--- src/rtl/mpr_pkg.sv ---
package mpr_pkg;
  typedef enum logic [1:0] {
    PM_RUN   = 2'd0,
    PM_IDLE  = 2'd1,
    PM_PDOWN = 2'd2,
    PM_WAKE  = 2'd3
  } pm_state_t;
endpackage

--- src/rtl/mpr_clkdiv.sv ---
module mpr_clkdiv #(
  parameter int TICKS_PER_MC = 6
) (
  input  logic clk,
  input  logic rst_n,
  input  logic run,
  output logic tick,
  output logic mc_stb
);
  localparam int MW = (TICKS_PER_MC > 1) ? $clog2(TICKS_PER_MC) : 1;
  localparam logic [MW-1:0] MLAST = MW'(TICKS_PER_MC - 1);

  logic          ph_q, ph_d;
  logic [MW-1:0] mcnt_q, mcnt_d;

  always_comb begin
    ph_d   = ph_q;
    mcnt_d = mcnt_q;
    if (run) ph_d = ~ph_q;
    if (tick) mcnt_d = (mcnt_q == MLAST) ? '0 : mcnt_q + 1'b1;
  end

  always_ff @(posedge clk or negedge rst_n) begin
    if (!rst_n) begin
      ph_q   <= 1'b0;
      mcnt_q <= '0;
    end else begin
      ph_q   <= ph_d;
      mcnt_q <= mcnt_d;
    end
  end

  assign tick   = run & ph_q;
  assign mc_stb = tick & (mcnt_q == MLAST);

  AST_DIV_ALTERNATES: assert property (@(posedge clk) disable iff (!rst_n)
    tick |=> !tick);
  AST_MCYC_SINGLE: assert property (@(posedge clk) disable iff (!rst_n)
    mc_stb |=> !mc_stb);
endmodule

--- src/rtl/mpr_rst_qual.sv ---
module mpr_rst_qual #(
  parameter int TICKS_PER_MC = 6,
  parameter int RST_MCYC     = 2
) (
  input  logic clk,
  input  logic rst_n,
  input  logic pin,
  input  logic tick,
  output logic pin_sync,
  output logic sys_rst
);
  localparam int QUAL = TICKS_PER_MC * RST_MCYC;
  localparam int QW   = $clog2(QUAL + 1);
  localparam logic [QW-1:0] QLIM = QW'(QUAL);

  logic          s1_q, s2_q;
  logic [QW-1:0] qcnt_q, qcnt_d;
  logic          rst_q, rst_d;

  always_comb begin
    qcnt_d = qcnt_q;
    if (!s2_q) qcnt_d = '0;
    else if (tick && qcnt_q != QLIM) qcnt_d = qcnt_q + 1'b1;
    rst_d = s2_q & (qcnt_q == QLIM);
  end

  always_ff @(posedge clk or negedge rst_n) begin
    if (!rst_n) begin
      s1_q   <= 1'b0;
      s2_q   <= 1'b0;
      qcnt_q <= '0;
      rst_q  <= 1'b1;
    end else begin
      s1_q   <= pin;
      s2_q   <= s1_q;
      qcnt_q <= qcnt_d;
      rst_q  <= rst_d;
    end
  end

  assign pin_sync = s2_q;
  assign sys_rst  = rst_q;

  AST_RST_FROM_PIN: assert property (@(posedge clk) disable iff (!rst_n)
    $rose(sys_rst) |-> $past(pin_sync));
  AST_RST_RELEASE: assert property (@(posedge clk) disable iff (!rst_n)
    !pin_sync |=> !sys_rst);
endmodule

--- src/rtl/mpr_mode_fsm.sv ---
module mpr_mode_fsm
  import mpr_pkg::*;
#(
  parameter int NIRQ = 5
) (
  input  logic            clk,
  input  logic            rst_n,
  input  logic            idle_set,
  input  logic            pdown_set,
  input  logic [NIRQ-1:0] irq,
  input  logic            pin_sync,
  input  logic            sys_rst,
  output pm_state_t       state
);
  pm_state_t st_q, st_d;

  always_comb begin
    st_d = st_q;
    unique case (st_q)
      PM_RUN: begin
        if (!sys_rst) begin
          if (pdown_set)     st_d = PM_PDOWN;
          else if (idle_set) st_d = PM_IDLE;
        end
      end
      PM_IDLE:  if (sys_rst || (|irq)) st_d = PM_RUN;
      PM_PDOWN: if (pin_sync) st_d = PM_WAKE;
      PM_WAKE: begin
        if (sys_rst)        st_d = PM_RUN;
        else if (!pin_sync) st_d = PM_PDOWN;
      end
      default: st_d = PM_RUN;
    endcase
  end

  always_ff @(posedge clk or negedge rst_n) begin
    if (!rst_n) st_q <= PM_RUN;
    else        st_q <= st_d;
  end

  assign state = st_q;

  AST_IDLE_IRQ_WAKE: assert property (@(posedge clk) disable iff (!rst_n)
    (st_q == PM_IDLE && (|irq)) |=> st_q == PM_RUN);
  AST_PDOWN_HOLD: assert property (@(posedge clk) disable iff (!rst_n)
    (st_q == PM_PDOWN && !pin_sync) |=> st_q == PM_PDOWN);
  AST_BOTH_PDOWN: assert property (@(posedge clk) disable iff (!rst_n)
    (st_q == PM_RUN && !sys_rst && pdown_set) |=> st_q == PM_PDOWN);
endmodule

--- src/rtl/mcu_pwr_rst_ctrl.sv ---
module mcu_pwr_rst_ctrl
  import mpr_pkg::*;
#(
  parameter int NIRQ         = 5,
  parameter int TICKS_PER_MC = 6,
  parameter int RST_MCYC     = 2
) (
  input  logic            osc_clk,
  input  logic            por_n,
  input  logic            rst_pin,
  input  logic            idle_set,
  input  logic            pdown_set,
  input  logic [NIRQ-1:0] irq_act,
  input  logic            ea_pin,
  input  logic            lock_ea,
  output logic            cpu_clk_en,
  output logic            per_clk_en,
  output logic            osc_run,
  output logic            mcyc_stb,
  output logic            sys_rst,
  output logic            idle_flag,
  output logic            pdown_flag,
  output logic            ea_eff
);
  pm_state_t state;
  logic      run, tick, mc_stb, pin_sync, rst_int;
  logic      ea_hold_q, ea_hold_d;

  assign run = (state != PM_PDOWN);

  mpr_clkdiv #(.TICKS_PER_MC(TICKS_PER_MC)) u_div (
    .clk(osc_clk), .rst_n(por_n), .run(run), .tick(tick), .mc_stb(mc_stb)
  );

  mpr_rst_qual #(.TICKS_PER_MC(TICKS_PER_MC), .RST_MCYC(RST_MCYC)) u_qual (
    .clk(osc_clk), .rst_n(por_n), .pin(rst_pin), .tick(tick),
    .pin_sync(pin_sync), .sys_rst(rst_int)
  );

  mpr_mode_fsm #(.NIRQ(NIRQ)) u_fsm (
    .clk(osc_clk), .rst_n(por_n), .idle_set(idle_set), .pdown_set(pdown_set),
    .irq(irq_act), .pin_sync(pin_sync), .sys_rst(rst_int), .state(state)
  );

  // Strap capture register: deliberately no power-on value.
  always_comb begin
    ea_hold_d = ea_hold_q;
    if (rst_int) ea_hold_d = ea_pin;
  end

  always_ff @(posedge osc_clk) begin
    ea_hold_q <= ea_hold_d;
  end

  assign cpu_clk_en = tick & (state == PM_RUN);
  assign per_clk_en = tick & ((state == PM_RUN) || (state == PM_IDLE));
  assign osc_run    = run;
  assign mcyc_stb   = mc_stb;
  assign sys_rst    = rst_int;
  assign idle_flag  = (state == PM_IDLE);
  assign pdown_flag = (state == PM_PDOWN) || (state == PM_WAKE);
  assign ea_eff     = lock_ea ? ea_hold_q : ea_pin;

  AST_IDLE_CPU_OFF: assert property (@(posedge osc_clk) disable iff (!por_n)
    idle_flag |-> !cpu_clk_en);
  AST_PDOWN_OSC_OFF: assert property (@(posedge osc_clk) disable iff (!por_n)
    $rose(pdown_flag) |-> !osc_run);
endmodule

--- config.mk ---
export PLATFORM = sky130hd
export DESIGN_NAME = mcu_pwr_rst_ctrl
export DESIGN_NICKNAME = d
export VERILOG_FILES = /design/src/rtl/mpr_pkg.sv /design/src/rtl/mpr_clkdiv.sv /design/src/rtl/mpr_rst_qual.sv /design/src/rtl/mpr_mode_fsm.sv /design/src/rtl/mcu_pwr_rst_ctrl.sv
export SDC_FILE = /design/constraint.sdc
export NUM_CORES = 1
export LEC_CHECK = 0
export CELL_PAD_IN_SITES_DETAIL_PLACEMENT = 0
export CELL_PAD_IN_SITES_GLOBAL_PLACEMENT = 2
export CORE_UTILIZATION = 25
export CTS_CLUSTER_SIZE = 16
export DETAILED_ROUTE_END_ITERATION = 6
export DONT_BUFFER_PORTS = 1
export GPL_TIMING_DRIVEN = 0
export PLACE_DENSITY_LB_ADDON = 0.1
export SYNTH_ARGS = -nofsm -noshare
export SYNTH_HDL_FRONTEND = slang
export SYNTH_SLANG_ARGS = --single-unit
--- constraint.sdc ---
create_clock -name osc_clk -period 1.84 [get_ports osc_clk]
set_input_delay 0.46 -clock osc_clk [delete_from_list [all_inputs] [get_ports osc_clk]]
set_output_delay 0.46 -clock osc_clk [all_outputs]
set_load 0.01 [all_outputs]
After elaboration in Yosys (flattened, before gate mapping)
Index checks and enable logic that the tools add are counted.

Flip-flop bits (word level): 14. Input bits: 12. Logic and storage cells: 48.

Mux-type cells: 12. Add/sub/neg operators: 2. Reduce and logical (&&, ||, !) cells: 7. Bitwise logic cells: 6. Equality and inequality tests: 13.

Operators by type and width (count): $mux 2 (7); $mux 4 (2); $pmux 2 s4 (1); $ne 2x2->1 const B (3); $ne 3x3->1 const B (2); $and 1x1->1 (5); $reduce_and 5->1 (1); $reduce_or 5->1 (1); $add 4x1->4 const B (1); $eq 2x2->1 const B (2); $eq 4x4->1 const B (1); $ne 2x1->1 const B (2); $ne 4x4->1 const B (1); $add 3x1->3 const B (1); $eq 3x3->1 const B (1); $logic_or 1x1->1 (3); $mux 3 (1); $eq 2x1->1 const B (1); $logic_not 2->1 (1); $logic_and 1x1->1 (1); $mux 1 (1); $not 1->1 (1).

Logic depth before layout (Yosys ltp)
Word-level depth: 5. Mapped depth: 5. Depth with buffers taken out: 5.

Cells and area by module
Synthesis repeated with hierarchy kept, for this count alone.

Cell total of the unflattened synthesis: 61. Area total of the unflattened synthesis: 674.4 µm².

Modules (own cells, without submodules): mpr_rst_qual (cells an instance 29, area an instance 304.0 µm², instances 1); mpr_clkdiv (cells an instance 13, area an instance 176.4 µm², instances 1); mpr_mode_fsm (cells an instance 12, area an instance 118.9 µm², instances 1); mcu_pwr_rst_ctrl (cells an instance 7, area an instance 75.1 µm², instances 1).

Worst setup path after synthesis
No wires, ideal clock.

Path type: register to output. Start: register u_fsm.st_q[1] (netlist: u_fsm.state[1]). End: output port mcyc_stb. Path slack: 0.366 ns. Arrival: 1.014 ns. Cell stages (with the launch flop): 5. Required time: 1.380 ns. Path through: dfrtp_1 nor2b_1 buf_6 nor2_1 and4_1.

Longest elaborated chain between the ends: 3.

RTL lines: from (decl) (line mpr_mode_fsm.sv:15) `pm_state_t st_q, st_d;`; from (signal assigned) (line mpr_mode_fsm.sv:38) `else st_q <= st_d;`; $ne 2x2->1 (line mcu_pwr_rst_ctrl.sv:29) `assign run = (state != PM_PDOWN);`; $and 1x1->1 (line mpr_clkdiv.sv:33) `assign tick = run & ph_q;`; $and 1x1->1 (line mpr_clkdiv.sv:34) `assign mc_stb = tick & (mcnt_q == MLAST);`; to (decl) (line mcu_pwr_rst_ctrl.sv:19) `output logic mcyc_stb,`.

No other way between the ends.

Worst setup path in the final report
Same ends and word-level chain as after synthesis.

==> flow_metrics.env <==
export IMPL_syn_inst=69
export IMPL_rows=18
export IMPL_irDropWorstVdd_uv=447
export IMPL_start_kind="register"
export IMPL_drv_slew=0
export IMPL_setup_viol=0
export IMPL_core_mm2=0.00257
export IMPL_grt_use_total_pct=12.0
export IMPL_synth_seq_cells=14
export IMPL_required_ps=1380
export IMPL_max_clock_freq_ghz=0.574
export IMPL_period_needed_ps=1740
export IMPL_crit_fanout=8
export IMPL_htree_levels=1
export IMPL_netlist_area_um2=701
export IMPL_clk_path_buf_depth=2
export IMPL_yosys_area_share_simple_pct=21.3
export IMPL_hold_viol_final=0
export IMPL_powerDensity_mw_per_mm2=1100
export IMPL_min_path_type="input port to register"
export IMPL_area_delta_synth_final_pct=16.6
export IMPL_num_vias=529
export IMPL_yosysTopAreaCell="dfrtp_1"
export IMPL_drt_wl_total_um=1440
export IMPL_synth_top_cells_by_area="dfrtp_1 (43%), edfxtp_1 (4.3%), dfstp_2 (3.8%)"
export IMPL_end_kind="primary output"
export IMPL_synth_top_cell_area_share_pct=42.9
export IMPL_layoutNonFillerInstCount=106
export IMPL_cts_buffers=3
export IMPL_initialDrtViolationCount=15
export IMPL_power_w=0.000896
export IMPL_start_util_pct=27.3
export IMPL_cp_arrival_ps=1280
export IMPL_cts_sinks=14
export IMPL_crit_path_cell_trace="nor2b_1, buf_6, nor2_4, and4_4"
export IMPL_max_stage_delay_ps=380
export IMPL_first_pass_iters=4
export IMPL_synth_top_family_by_area="simple AND/OR/NAND/NOR gates"
export IMPL_yosysSeqAreaShare_pct=50.9
export IMPL_numPortBuffers=0
export IMPL_cts_tree="yes"
export IMPL_drc=0
export IMPL_rsz0062_at_grt="false"
export IMPL_cts_root_buf="clkbuf_4"
export IMPL_clkTransAtPathRegs_ps=90
export IMPL_wl_per_cell_um=13.6
export IMPL_dp_cells=99
export IMPL_critical_path_class="register to primary output"
export IMPL_worstMarginPinSlew_ps=545
export IMPL_synth_xor_xnor_area_share_pct=1.25
export IMPL_min_path_cells=0
export IMPL_yosysWarnings=0
export IMPL_routed_via_density=4.99
export IMPL_avgSynthCellArea_um2=10.2
export IMPL_die_h_um=54.9
export IMPL_setup_tns_final_ps=0
export IMPL_fin_skew_ps=7.99
export IMPL_chipWidth_um=54.9
export IMPL_antenna_found_initial=0
export IMPL_r2r_cells=5
export IMPL_nets=91
export IMPL_grt_pass1_wl_um=2370
export IMPL_dpl_hpwl_um=1010
export IMPL_synthAdderAreaFrac_pct=3.57
export IMPL_fin_crit_sh_pct=94.7
export IMPL_synth_compound_area_share_pct=11.6
export IMPL_grt_ovfl_total=0
export IMPL_grt_max_degree=13
export IMPL_drtAntennaViolNets=0
export IMPL_synth_cell_type_count=32
export IMPL_status="complete, no violations"
export IMPL_relSlewSlack_pct=63.5
export IMPL_die_area_mm2=0.00302
export IMPL_io_pin_count=20
export IMPL_drive_above_1_share_pct=17.1
export IMPL_grt_pass1_vias=514
export IMPL_synthMuxAreaShare_pct=4.46
export IMPL_syn_nets=83
export IMPL_clock_latency_ps=280
export IMPL_final_util_pct=31.8
export IMPL_p_leak_nw=0.334
export IMPL_maxCapViolCount=0
export IMPL_globalplace_congestion=0.667
export IMPL_n_antenna_cell=0
export IMPL_crit_path_top_delay_cell="dfrtp_1"
path summary, 6_finish.rpt:
check                            startpoint               end  slack (ps)
max                          u_fsm.state[1]          mcyc_stb         100
min                                 rst_pin       u_qual.s1_q         210
max reg2reg                u_qual.qcnt_q[0]  u_qual.qcnt_q[3]         320
min reg2reg                     u_qual.s1_q   u_qual.pin_sync         360
max in group asynchronous             por_n  u_qual.qcnt_q[3]         880
min in group asynchronous             por_n    u_qual.sys_rst         570
per-layer routing:
| metal | GRT usage, % | up-vias | wire length [um] |
|---|---|---|---|
| met1 | 14.6 | 251 | 670 |
| met3 | 5.74 | 2 | 69 |
| met2 | 18.1 | 17 | 679 |
| li1 | - | 259 | - |
| met5 | 0 | - | 0 |
| met4 | 5.00 | 0 | 19 |
sequential cells by signal, indices dropped and copies added, names as in the netlist:
signal,cells
u_qual.pin_sync,1
u_div.ph_q,1
u_qual.sys_rst,1
u_fsm.state,2
u_div.mcnt_q,3
u_qual.qcnt_q,4
u_qual.s1_q,1
ea_hold_q,1
cells by family (layout without fill, tap and decap cells):
group / Yosys count / in the layout
xor gates and xnor gates: 1 / 1
and+or+nand+nor: 26 / 26
muxes: 3 / 3
buffers and inverters: 11 / 18
DFF: 14 / 14
AOI/OAI and AO/OA: 12 / 12
adders and majority gates: 2 / 2
power breakdown:
group          internal [W]  switching (W)
sequential         0.000373      0.0000513
clock              0.000120      0.0000981
combinational      0.000104       0.000149
total              0.000598       0.000299
layout by cell type (no fill, tap or decap), types with 2 or more instances in the layout:
cell	synthesis	routed
o21ai_1	2	2
nor4_1	3	3
ha_1	2	2
nor2b_1	2	2
nand2_1	3	3
dlygate4sd3_1	0	2
o31ai_1	3	3
nand3_1	3	3
nor2_1	4	3
inv_1	6	6
clkbuf_4	0	3
a31oi_1	2	2
mux2i_1	2	2
clkbuf_1	3	3
nand4_1	2	2
dfrtp_1	12	12
nand2b_1	2	2
synth_stat cells, drive strengths merged:
library cell  instances
dfrtp                12
o21ai                 2
ha                    2
nor4                  3
nor3                  2
xnor2                 1
a21oi                 1
mux2                  1
edfxtp                1
and2                  1
o21a                  1
a211oi                1
nand4                 2
nor2b                 2
mux2i                 2
clkbuf                3
dfstp                 1
inv                   7
nand2                 3
o31ai                 3
nor2                  4
o2bb2ai               1
and4                  1
nand2b                2
a21boi                1
buf                   1
and3                  1
nand3                 3
or4                   1
a31oi                 2
nor4b                 1
repair_timing:
action | 4_1_cts | 5_1_grt
hold buffers | 1 | 1
buffers inserted | 1 | 0
gates resized for setup | 1 | 3
endpoints found under the hold margin | 12 | 1
pin swaps | 0 | 0
setup endpoints to repair | 1 | 2
critical path, delay by kind of cell (launching register included):
kind | cells | cell delay [ps]
DFF | 1 | 380
and+or+nand+nor | 3 | 490
buffers and inverters | 1 | 140
area by class of cell:
type	instances	area, um2
plain buffers	4	22.5
well taps	30	37.5
repair buffers	3	27.5
multi-input cells	44	310
fillers	277	1750
inverters	7	26.3
clock buffers	4	36.3
flip-flops and latches	14	357
metrics by stage:
step           hold WS, ps  worst slack [ps]  area [um2]
4_1_cts               4.96              30.7         795
3_5_place_dp           165               267         738
6_report               208              98.1         817
5_1_grt                180              6.71         817
2_1_floorplan          164               366         701
3_3_place_gp           165               247         738
Note: power is estimated with default switching activity, not from simulation.
